### src/rtl/pwr_rst_pkg.sv
package pwr_rst_pkg;
    typedef enum logic [1:0] {
        PM_RUN   = 2'b00,
        PM_LIGHT = 2'b01,
        PM_MED   = 2'b10,
        PM_DEEP  = 2'b11
    } pm_e;

    typedef enum logic [1:0] {
        ORG_POR  = 2'b00,
        ORG_EXT  = 2'b01,
        ORG_WDT  = 2'b10,
        ORG_LOSS = 2'b11
    } origin_e;

    localparam int ADDR_W = 2;
    localparam logic [ADDR_W-1:0] A_MODE  = 2'd0;
    localparam logic [ADDR_W-1:0] A_WAKE  = 2'd1;
    localparam logic [ADDR_W-1:0] A_LOSS  = 2'd2;
    localparam logic [ADDR_W-1:0] A_FORCE = 2'd3;
endpackage

### src/rtl/pwr_mode_seq.sv
module pwr_mode_seq
    import pwr_rst_pkg::*;
#(
    parameter int N_WAKE = 6,
    parameter int N_DBG  = 2
) (
    input  logic              clk,
    input  logic              por_ni,
    input  logic              warm_i,
    input  logic              wfi_i,
    input  logic              deep_i,
    input  logic [N_DBG-1:0]  dbg_i,
    input  logic [1:0]        target_i,
    input  logic [N_WAKE-1:0] wake_i,
    input  logic [N_WAKE-1:0] wake_en_i,
    output logic [1:0]        mode_o
);
    typedef struct packed {
        logic [1:0] mode;
    } seq_t;

    seq_t seq_d, seq_q;
    logic enter_ok;
    logic wake_hit;

    assign enter_ok = wfi_i && deep_i && (dbg_i == '0) && (target_i != PM_RUN);
    assign wake_hit = |(wake_i & wake_en_i);

    always_comb begin
        seq_d = seq_q;
        if (warm_i) begin
            seq_d.mode = PM_RUN;
        end else if (seq_q.mode == PM_RUN) begin
            if (enter_ok) seq_d.mode = target_i;
        end else if (wake_hit) begin
            seq_d.mode = PM_RUN;
        end
    end

    always_ff @(posedge clk or negedge por_ni) begin
        if (!por_ni) seq_q <= '{mode: PM_RUN};
        else         seq_q <= seq_d;
    end

    assign mode_o = seq_q.mode;
endmodule

### src/rtl/rst_origin_rec.sv
module rst_origin_rec
    import pwr_rst_pkg::*;
(
    input  logic       clk,
    input  logic       por_ni,
    input  logic       ext_i,
    input  logic       wdt_i,
    input  logic       loss_trig_i,
    output logic [1:0] origin_o,
    output logic       req_o
);
    typedef struct packed {
        logic [1:0] origin;
        logic       req;
    } org_t;

    org_t org_d, org_q;

    always_comb begin
        org_d     = org_q;
        org_d.req = loss_trig_i;
        if (loss_trig_i)  org_d.origin = ORG_LOSS;
        else if (wdt_i)   org_d.origin = ORG_WDT;
        else if (ext_i)   org_d.origin = ORG_EXT;
    end

    always_ff @(posedge clk or negedge por_ni) begin
        if (!por_ni) org_q <= '{origin: ORG_POR, req: 1'b0};
        else         org_q <= org_d;
    end

    assign origin_o = org_q.origin;
    assign req_o    = org_q.req;
endmodule

### src/rtl/loss_en_shadow.sv
module loss_en_shadow #(
    parameter int STAGES = 2
) (
    input  logic clk,
    input  logic por_ni,
    input  logic wr_i,
    input  logic val_i,
    output logic en_o,
    output logic valid_o
);
    typedef struct packed {
        logic              regv;
        logic [STAGES-1:0] chain;
    } shd_t;

    shd_t shd_d, shd_q;
    logic agree;

    assign agree = (shd_q.regv == shd_q.chain[STAGES-1]);

    always_comb begin
        shd_d = shd_q;
        if (wr_i && agree) shd_d.regv = val_i;
        shd_d.chain[0] = shd_q.regv;
        for (int i = 1; i < STAGES; i++) begin
            shd_d.chain[i] = shd_q.chain[i-1];
        end
    end

    always_ff @(posedge clk or negedge por_ni) begin
        if (!por_ni) shd_q <= '0;
        else         shd_q <= shd_d;
    end

    assign en_o    = shd_q.chain[STAGES-1];
    assign valid_o = agree;
endmodule

### src/rtl/pwr_rst_ctrl.sv
module pwr_rst_ctrl
    import pwr_rst_pkg::*;
#(
    parameter int N_WAKE      = 6,
    parameter int N_DBG       = 2,
    parameter int SYNC_STAGES = 2
) (
    input  logic              clk,
    input  logic              por_ni,
    input  logic              wr_en_i,
    input  logic [1:0]        wr_addr_i,
    input  logic [N_WAKE-1:0] wr_data_i,
    input  logic              wfi_i,
    input  logic              deep_i,
    input  logic [N_WAKE-1:0] wake_i,
    input  logic [N_DBG-1:0]  dbg_hold_i,
    input  logic              ext_rst_i,
    input  logic              wdt_rst_i,
    input  logic              loss_evt_i,
    output logic [1:0]        mode_o,
    output logic [1:0]        cause_o,
    output logic              warm_req_o,
    output logic              loss_en_o,
    output logic              loss_valid_o
);
    typedef struct packed {
        logic [1:0]        target;
        logic [N_WAKE-1:0] wake_en;
    } cfg_t;

    cfg_t cfg_d, cfg_q;
    logic force_hit;
    logic loss_wr;
    logic loss_trig;
    logic warm_evt;

    assign force_hit = wr_en_i && (wr_addr_i == A_FORCE) && wr_data_i[0];
    assign loss_wr   = wr_en_i && (wr_addr_i == A_LOSS);
    assign loss_trig = force_hit || (loss_evt_i && loss_en_o);
    assign warm_evt  = loss_trig || ext_rst_i || wdt_rst_i;

    always_comb begin
        cfg_d = cfg_q;
        if (warm_evt) begin
            cfg_d = '0;
        end else if (wr_en_i) begin
            if (wr_addr_i == A_MODE) cfg_d.target  = wr_data_i[1:0];
            if (wr_addr_i == A_WAKE) cfg_d.wake_en = wr_data_i;
        end
    end

    always_ff @(posedge clk or negedge por_ni) begin
        if (!por_ni) cfg_q <= '0;
        else         cfg_q <= cfg_d;
    end

    pwr_mode_seq #(.N_WAKE(N_WAKE), .N_DBG(N_DBG)) u_seq (
        .clk       (clk),
        .por_ni    (por_ni),
        .warm_i    (warm_evt),
        .wfi_i     (wfi_i),
        .deep_i    (deep_i),
        .dbg_i     (dbg_hold_i),
        .target_i  (cfg_q.target),
        .wake_i    (wake_i),
        .wake_en_i (cfg_q.wake_en),
        .mode_o    (mode_o)
    );

    rst_origin_rec u_org (
        .clk         (clk),
        .por_ni      (por_ni),
        .ext_i       (ext_rst_i),
        .wdt_i       (wdt_rst_i),
        .loss_trig_i (loss_trig),
        .origin_o    (cause_o),
        .req_o       (warm_req_o)
    );

    loss_en_shadow #(.STAGES(SYNC_STAGES)) u_shd (
        .clk     (clk),
        .por_ni  (por_ni),
        .wr_i    (loss_wr),
        .val_i   (wr_data_i[0]),
        .en_o    (loss_en_o),
        .valid_o (loss_valid_o)
    );
endmodule

### config.mk
export PLATFORM = sky130hd
export DESIGN_NAME = pwr_rst_ctrl
export DESIGN_NICKNAME = d
export VERILOG_FILES = /design/src/rtl/pwr_rst_pkg.sv /design/src/rtl/pwr_mode_seq.sv /design/src/rtl/rst_origin_rec.sv /design/src/rtl/loss_en_shadow.sv /design/src/rtl/pwr_rst_ctrl.sv
export SDC_FILE = /design/constraint.sdc
export NUM_CORES = 1
export LEC_CHECK = 0
export ABC_CLOCK_PERIOD_IN_PS = 2450
export BUFFER_PORTS_ARGS = -buffer_cell sky130_fd_sc_hd__buf_2
export CORE_UTILIZATION = 40
export CTS_CLUSTER_SIZE = 20
export DETAILED_ROUTE_END_ITERATION = 10
export HOLD_SLACK_MARGIN = 0.03
export PLACE_DENSITY = 0.79
export SKIP_LAST_GASP = 1
export SYNTH_ARGS = -nofsm -noshare
export SYNTH_HDL_FRONTEND = slang
export SYNTH_SLANG_ARGS = --single-unit
### constraint.sdc
create_clock -name clk -period 2.45 [get_ports clk]
set_input_delay 0.3675 -clock clk [delete_from_list [all_inputs] [get_ports clk]]
set_output_delay 0.3675 -clock clk [all_outputs]
set_load 0.005 [all_outputs]
==> results.md, run 1 <==
* Area grow syn2layout at 31.3%
* FF-to-FF End: u_seq.mode_o[0]
* RSZ-0062 raised after global routing: no
* Setup bufs post-CTS at 0
* DRC violations left at 2
* GRT Residual Overflow at 0
* CTS tree: done
* Peak VDD IR at 0.000304 V
* Worst R2R Path Depth at 3
* TritonCTS Buffers at 3
* Root Driver: clkbuf_4
* Skew-Pair Late Insertion Delay at 290 ps
* Final Instance Count excl. Fillers at 110
* Largest family of logic cells by synthesized area: simple AND/OR/NAND/NOR gates
* Worst-case clock buffer depth at 2
* CP cell instances: xnor2_1 > buf_2
* CP peak stage delay at 440 ps
* Core Area at 1560 sq um
* GR Util All Layers at 17.9%
* Worst setup margin at 1070 ps
* Fillers at 144
* Max Fclk at 725 MHz
* Commonest cells after routing, fill and taps aside: 30 x buf_2, 16 x dfrtp_1, 11 x nor2_1
* Netlist Area Pre-Place at 692 sq um
* XOR/XNOR share of the synthesized area at 1.27%
* Critical Path End Type: output pin
* Synth Register Bits at 16
* Antenna Cells at 0
* Worst hold-check path type: input port to flip-flop
* Routed wire length per instance at 13.3 um
* Die ar. at 1900 sq um
* Via count at 576
* Cells after Synth at 59
* Status: finished with violations
* Worst Setup Start Kind: flip-flop
* Slowest CP cell: dfrtp_1
* CTS Sinks at 16
* Hold path endpoint: u_org.origin_o[1]
* Yosys warns at 0
* Initial core utilization at 44.4%
* Initial DRC count at 16
* Syn Nets at 83
* Fin. Hold Viols at 0
* Sequential area share after synthesis at 57.9%
* Post-route ant nets at 0
* I/O pins at 31
* Synth Area in Adders at 0%
* Mapped Avg Cell Area at 11.7 sq um
* Final Max Slew Viols at 0
* Mux cell area share after synthesis at 11.6%
* Nets at 119
* Placed insts at 105
* Vias in the first global route at 547
* Worst Path Required at 2080 ps
* RR Startpoint: u_shd.en_o
* Period utilisation layout at 56.3%
* Port bufs at 30
* Reg2Reg Setup Slack at 1320 ps
* Static leakage at 0.481 nW
* Global-route wire length before repair at 2.39 mm
* Drt pass-1 iters at 7
* Setup TNS at 0 ps
* Simple-gate share of the synthesized area at 20.4%
* Die X at 43.6 um
* MaxCap Viol Count at 0
* CP startpoint: u_shd.en_o
* Least-Margin Pin Slew at 370 ps
* Initial antenna violation count at 0
* Crit Path Class: flip-flop to output pin
* Most common cell after layout, fill and taps aside: buf_2
* Hold Crit Start: wdt_rst_i
* Drt total wl at 1.46 mm
* Rows at 14
* Critical Path AT at 1010 ps
* Die Ht at 43.6 um
* Vias per inst at 5.24
* Final setup violation count at 0
* Worst-path fanout max at 5
* Worst hold path cell count at 2
* H-tree levels at 1
* Reg clk slew, reported paths at 80 ps
* Power Density at 564 nW/um^2
* Slew margin rel. at 75.1%
* Final min period at 1380 ps
* Share of layout cells above drive strength 1 at 39.4%
* Violated checks: DRC
* Unique masters post-synth at 17
* Dpl hpwl at 1.21 mm
* Total chip power at 0.000512 W
* Dpl ws at 1190 ps
* Largest net degree at the start of global routing at 17
* Clock skew at 2.29 ps
* GP Congestion at 0.783
* Compound-gate portion of the synthesized area at 7.78%
power breakdown:
part | switching [W] | internal (W)
clock network | 0.0000769 | 0.0000906
logic | 0.0000320 | 0.0000326
registers | 0.00000665 | 0.000273
area by class of cell:
cell class / count / area, sq um / area share [%]
Clock buffer: 4 / 36.3 / 3.99
Inverter: 2 / 7.51 / 0.826
Multi-Input combinational cell: 41 / 284 / 31.3
Sequential cell: 16 / 400 / 44.1
Tap cell: 16 / 20.0 / 2.20
Timing Repair Buffer: 31 / 160 / 17.6
worst max-delay path by stage:
stage | endpoint | slack (ps) | cells past startpoint
4_1_cts | loss_valid_o | 1060 | 2
3_5_place_dp | cfg_q[3] | 1190 | 4
6_report | loss_valid_o | 1070 | 2
3_3_place_gp | cfg_q[1] | 1260 | 4
2_1_floorplan | u_seq.mode_o[0] | 1440 | 3
5_1_grt | loss_valid_o | 980 | 2
per-layer routing:
| metal | up-vias | part of all wire (%) | global-route usage [%] |
|---|---|---|---|
| met2 | 20 | 50 | 29.3 |
| met1 | 265 | 41 | 21.0 |
| met3 | 4 | 6.9 | 7.92 |
| met4 | 0 | 1.9 | 6.25 |
| li1 | 287 | - | - |
| met5 | - | 0 | 0 |
state kept, by name (all words and copies together) (netlist names):
name	flops
cfg_q	8
u_org.origin_o	2
u_seq.mode_o	2
u_shd.shd_d	2
u_org.req_o	1
u_shd.en_o	1
metrics by stage:
stage               hold WS (ps)  area (sq um)  util (%)
CTS                          296           908      58.3
detailed placement           286           862      55.3
global route                 295           908      58.3
global placement             289           862      55.3
floorplan                   71.9           692         -
finish                       302           908      58.3
repair_timing:
item                       4_1_cts  5_1_grt
setup endpoints to repair        0        0
hold buffers                     1        0
gates resized for setup          0        0
hold endpoints to repair        16        0
synthesized netlist by cell type (all sizes together):
cell type  number  area [sq um]
dfrtp          16           400
nor2           11          41.3
mux2i           8          80.1
nand4           6          43.8
a21oi           3          15.0
a22oi           3          22.5
inv             2          7.51
nand2           2          7.51
a211o           1          8.76
nand3b          1          11.3
nand4b          1          8.76
nor3b           1          12.5
nor4            1          6.26
nor4bb          1          10.0
o211ai          1          7.51
xnor2           1          8.76
cells by family after synthesis:
family,Yosys count
AO/OA/AOI/OAI,8
XOR/XNOR,1
buffers and inverters,2
flip-flops,16
multiplexers,8
AND/OR/NAND/NOR,24
worst max-delay path, delay by kind of cell, from the launching register on:
| family | cells | cell delay, ps |
|---|---|---|
| flops | 1 | 440 |
| xor+xnor | 1 | 160 |
| buf+inv | 1 | 120 |
No activity file was read; power rests on OpenSTA's default activity.
==> run 2, diff against run 1 <==
--- a/config.mk
+++ b/config.mk
@@ -5,7 +5,7 @@
 export SDC_FILE = /design/constraint.sdc
 export NUM_CORES = 1
 export LEC_CHECK = 0
-export ABC_CLOCK_PERIOD_IN_PS = 2450
+export ABC_CLOCK_PERIOD_IN_PS = 1400
 export BUFFER_PORTS_ARGS = -buffer_cell sky130_fd_sc_hd__buf_2
 export CORE_UTILIZATION = 40
 export CTS_CLUSTER_SIZE = 20
==> constraint.sdc (replaced) <==
create_clock -name clk -period 1.4 [get_ports clk]
set_input_delay 0.21 -clock clk [delete_from_list [all_inputs] [get_ports clk]]
set_output_delay 0.21 -clock clk [all_outputs]
set_load 0.005 [all_outputs]
==> results.md, run 2 (synthesis results as in run 1) <==
* Status: finished with violations
* Violated checks: DRC
* Initial core utilization at 44.4%
* Worst hold path cell count at 2
* Hold_ws at 148 ps
* Static leakage at 0.474 nW
* Core Area at 1560 sq um
* Skew-Pair Late Insertion Delay at 280 ps
* CTS tree: done
* GRT Residual Overflow at 0
* RSZ-0062 raised after global routing: no
* DRC violations left at 2
* FF-to-FF End: cfg_q[5]
* CP peak stage delay at 440 ps
* Critical Path End Type: output pin
* Share of layout cells above drive strength 1 at 38.7%
* Area taken by multi-input logic gates at 284 sq um
* Worst R2R Path Depth at 3
* Die ar. at 1900 sq um
* Fin. Hold Viols at 0
* Initial DRC count at 14
* Reg clk slew, reported paths at 80 ps
* TritonCTS Buffers at 3
* GP Congestion at 0.736
* Slew margin rel. at 76.2%
* Most flops, register: cfg_q
* Switching pwr at 0.000200 W
* Initial antenna violation count at 0
* Hold Crit Start: wdt_rst_i
* Area grow syn2layout at 29.3%
* Max Fclk at 821 MHz
* CP cell instances: xnor2_1 > buf_2
* Reg area at 400 sq um
* Antenna Cells at 0
* Root Driver: clkbuf_4
* RR Startpoint: u_shd.en_o
* Sequential share of power at 58.6%
* MaxCap Viol Count at 0
* Hold_buf cts at 1
* H-tree levels at 1
* Slowest CP cell: dfrtp_1
* Commonest cells after routing, fill and taps aside: 30 x buf_2, 16 x dfrtp_1, 11 x nor2_1
* I/O pins at 31
* Clk network pwr share at 28.0%
* CTS Sinks at 16
* CP Buf/Inv Count at 1
* Worst Setup Start Kind: flip-flop
* Critical path's top delay family: flip-flops
* Worst Path Required at 1190 ps
* Most common cell after layout, fill and taps aside: buf_2
* Drt pass-1 iters at 7
* Crit Path Class: flip-flop to output pin
* Post_cts resized at 0
* Clock skew at 4.03 ps
* Die X at 43.6 um
* Hold path endpoint: u_org.origin_o[1]
* Sw Share at 24.0%
* Final Max Slew Viols at 0
* Dpl hpwl at 1.13 mm
* Die Ht at 43.6 um
* Via count at 591
* Least-Margin Pin Slew at 353 ps
* Port bufs at 30
* Worst-case clock buffer depth at 2
* Setup TNS at 0 ps
* Power Density at 934 nW/um^2
* Routed wire length per instance at 13.2 um
* Vias in the first global route at 540
* Drt total wl at 1.44 mm
* Final min period at 1220 ps
* Peak VDD IR at 0.000527 V
* Largest net degree at the start of global routing at 17
* Final design utilization at 57.4%
* Rows at 14
* Post-route ant nets at 0
* Reg2Reg Setup Slack at 290 ps
* P_int at 0.000635 W
* Critical Path AT at 1010 ps
* Combinational power share at 13.4%
* GR Util All Layers at 17.8%
* Setup bufs post-CTS at 0
* Worst-path fanout max at 5
* Vias per inst at 5.42
* Nets at 119
* Period utilisation layout at 87.0%
* Worst hold-check path type: input port to flip-flop
* Largest register FFs at 8
* Fillers at 133
* Final setup violation count at 0
* Global-route wire length before repair at 2.35 mm
[run 2: area by class of cell]
| class | instances | share of cell area (%) |
|---|---|---|
| well taps | 16 | 2.24 |
| flip-flops and latches | 16 | 44.8 |
| multi-input cells | 41 | 31.7 |
| clock buffers | 3 | 2.52 |
| inverters | 2 | 0.839 |
| repair buffers | 31 | 17.9 |
[run 2: worst register-to-register path: stages, from the launching register on]
cell and delay [ps]:
dfrtp_1 440, nand2_1 150, nand4_2 260, nor2_1 190
[run 2: stage by stage]
| step | cells | power [W] | worst slack (ps) | instance area, sq um |
|---|---|---|---|---|
| 6_report | 109 | 0.000836 | 182 | 895 |
| 4_1_cts | 109 | 0.000844 | 180 | 895 |
| 5_1_grt | 109 | 0.000889 | 77.6 | 895 |
| 2_1_floorplan | 59 | 0.000541 | 403 | 692 |
| 3_5_place_dp | 105 | 0.000610 | 269 | 862 |
| 3_3_place_gp | 105 | 0.000607 | 297 | 862 |
[run 2: power by group through the flow]
stage           logic, W  clock network (W)  registers [W]
4_1_cts         0.000113           0.000240       0.000490
3_3_place_gp    0.000109                  0       0.000498
6_report        0.000112           0.000234       0.000490
5_1_grt         0.000125           0.000271       0.000492
3_5_place_dp    0.000111                  0       0.000499
2_1_floorplan  0.0000423                  0       0.000498
[run 2: per-layer routing]
metal  GRT usage (%)  vias to the layer above  share of wire (%)
li1                -                      285                  -
met1            21.3                      285                 42
met2            27.2                       16                 50
met3            3.75                        5                3.5
met4            15.0                        0                3.8
met5               0                        -                  0
[run 2: worst max path at each step]
stage / start / to / depth (start not counted)
2_1_floorplan: u_seq.mode_o[0] / u_seq.mode_o[0] / 3
3_3_place_gp: u_shd.en_o / u_seq.mode_o[0] / 3
3_5_place_dp: u_shd.en_o / cfg_q[5] / 3
4_1_cts: u_shd.en_o / loss_valid_o / 2
5_1_grt: u_shd.en_o / loss_valid_o / 2
6_report: u_shd.en_o / loss_valid_o / 2
==> run 3, diff against run 2 <==
==> constraint.sdc (replaced) <==
create_clock -name clk -period 1.4 [get_ports clk]
set_input_delay 0 -clock clk [delete_from_list [all_inputs] [get_ports clk]]
set_output_delay 0 -clock clk [all_outputs]
set_load 0.005 [all_outputs]
==> results.md, run 3 (synthesis results as in run 1) <==
* Critical Path AT at 1330 ps
* Area grow syn2layout at 48.6%
* Final Max Slew Viols at 0
* GP Congestion at 0.765
* Share of layout cells above drive strength 1 at 34.9%
* I/O pins at 31
* Reg2Reg Setup Slack at 270 ps
* Drt total wl at 1.55 mm
* Core Area at 1560 sq um
* Final min period at 1130 ps
* MaxCap Viol Count at 0
* Skew-Pair Late Insertion Delay at 280 ps
* Worst setup margin at 273 ps
* Nets at 131
* Die ar. at 1900 sq um
* GR Util All Layers at 18.9%
* Vias in the first global route at 624
* Worst R2R Path Depth at 3
* Post-route ant nets at 0
* RSZ-0062 raised after global routing: no
* Period utilisation layout at 80.5%
* Port bufs at 30
* Rows at 14
* Crit Path Class: input port to flip-flop
* Status: finished with violations
* Worst Setup Start Kind: input port
* Fin. Hold Viols at 0
* Setup TNS at 0 ps
* Largest register FFs at 8
* Slew margin rel. at 76.2%
* Peak VDD IR at 0.000536 V
* Initial antenna violation count at 0
* Worst hold-check path type: input port to flip-flop
* Antenna Cells at 0
* Most common cell after layout, fill and taps aside: buf_2
* DRC violations left at 2
* RR Startpoint: u_seq.mode_o[0]
* Least-Margin Pin Slew at 353 ps
* Static leakage at 0.531 nW
* Worst-case clock buffer depth at 2
* Final setup violation count at 0
* FF-to-FF End: u_seq.mode_o[0]
* Root Driver: clkbuf_4
* CP peak stage delay at 540 ps
* Hold_ws at 36.1 ps
* Die X at 43.6 um
* Final design utilization at 66.0%
* Commonest cells after routing, fill and taps aside: 30 x buf_2, 16 x dfrtp_1, 13 x dlygate4sd3_1
* Max Fclk at 888 MHz
* CTS tree: done
* Dpl ws at 282 ps
* Die Ht at 43.6 um
* Initial core utilization at 44.4%
* CP cell instances: dlygate4sd3_1 > buf_2 > nor4_1 > nand4_1 > a21oi_1
* Setup bufs post-CTS at 0
* Routed wire length per instance at 12.7 um
* Reg clk slew, reported paths at 90 ps
* Initial DRC count at 20
* Clock skew at 1.51 ps
* Worst Path Required at 1600 ps
* Power Density at 898 nW/um^2
* H-tree levels at 1
* CTS Sinks at 16
* Via count at 637
* Most flops, register: cfg_q
* Largest net degree at the start of global routing at 17
* Vias per inst at 5.22
* Violated checks: DRC
* TritonCTS Buffers at 3
* Slowest CP cell: dlygate4sd3_1
* Worst hold path cell count at 3
* Worst-path fanout max at 2
* Drt pass-1 iters at 7
* Critical Path End Type: flip-flop
* Hold path endpoint: u_org.origin_o[0]
* Dpl hpwl at 1.11 mm
* GRT Residual Overflow at 0
* Hold Crit Start: ext_rst_i
* Global-route wire length before repair at 2.69 mm
-- run 3: cell types whose count changed in the layout (fill, tap and decap cells not counted) --
cell           change
clkbuf_8           +1
dlygate4sd3_1     +12
-- run 3: cell type report --
cell class | count | area, sq um
timing repair buffer | 43 | 280
inverter | 2 | 7.51
fill | 121 | 531
sequential | 16 | 400
tap | 16 | 20.0
multi-input combinational | 41 | 284
clock buffer | 4 | 36.3
-- run 3: per-stage QoR --
| step | area, sq um | total power, W | instances |
|---|---|---|---|
| after floorplan | 692 | 0.000541 | 59 |
| after global placement | 862 | 0.000607 | 105 |
| after detailed placement | 862 | 0.000610 | 105 |
| after CTS | 1030 | 0.000930 | 122 |
| after global routing | 1030 | 0.000969 | 122 |
| final | 1030 | 0.000924 | 122 |
-- run 3: what timing repair did --
action | in CTS | in global routing
hold endpoints to repair | 29 | 0
resized for setup | 0 | 0
setup endpoints to repair | 0 | 0
hold buffers | 13 | 0
-- run 3: layer usage --
layer / global-route usage, % / wire (um) / vias up
met2: 31.3 / 789 / 20
met4: 6.88 / 15 / 0
met1: 24.5 / 679 / 301
met5: 0 / 0 / -
li1: - / - / 314
met3: 3.75 / 61 / 2
-- run 3: worst max path at each step --
stage	startpoint	to	depth (start not counted)
CTS	u_seq.mode_o[0]	u_seq.mode_o[0]	3
global route	u_shd.en_o	u_seq.mode_o[0]	3
finish	dbg_hold_i[0]	u_seq.mode_o[0]	5
global placement	u_shd.en_o	u_seq.mode_o[0]	3
floorplan	u_seq.mode_o[0]	u_seq.mode_o[0]	3
detailed placement	u_seq.mode_o[0]	u_seq.mode_o[0]	3
-- run 3: critical path: cells and delay by family --
family / cells / cell delay, ps
simple gates: 2 / 500
buf+inv: 2 / 660
compound gates: 1 / 160
-- run 3: report_power, final --
part           leakage (nW)  switching, W  internal [W]
Combinational         0.295     0.0000604     0.0000787
Clock                0.0210      0.000137      0.000158
Sequential            0.216     0.0000107      0.000479
Total                 0.531      0.000209      0.000715
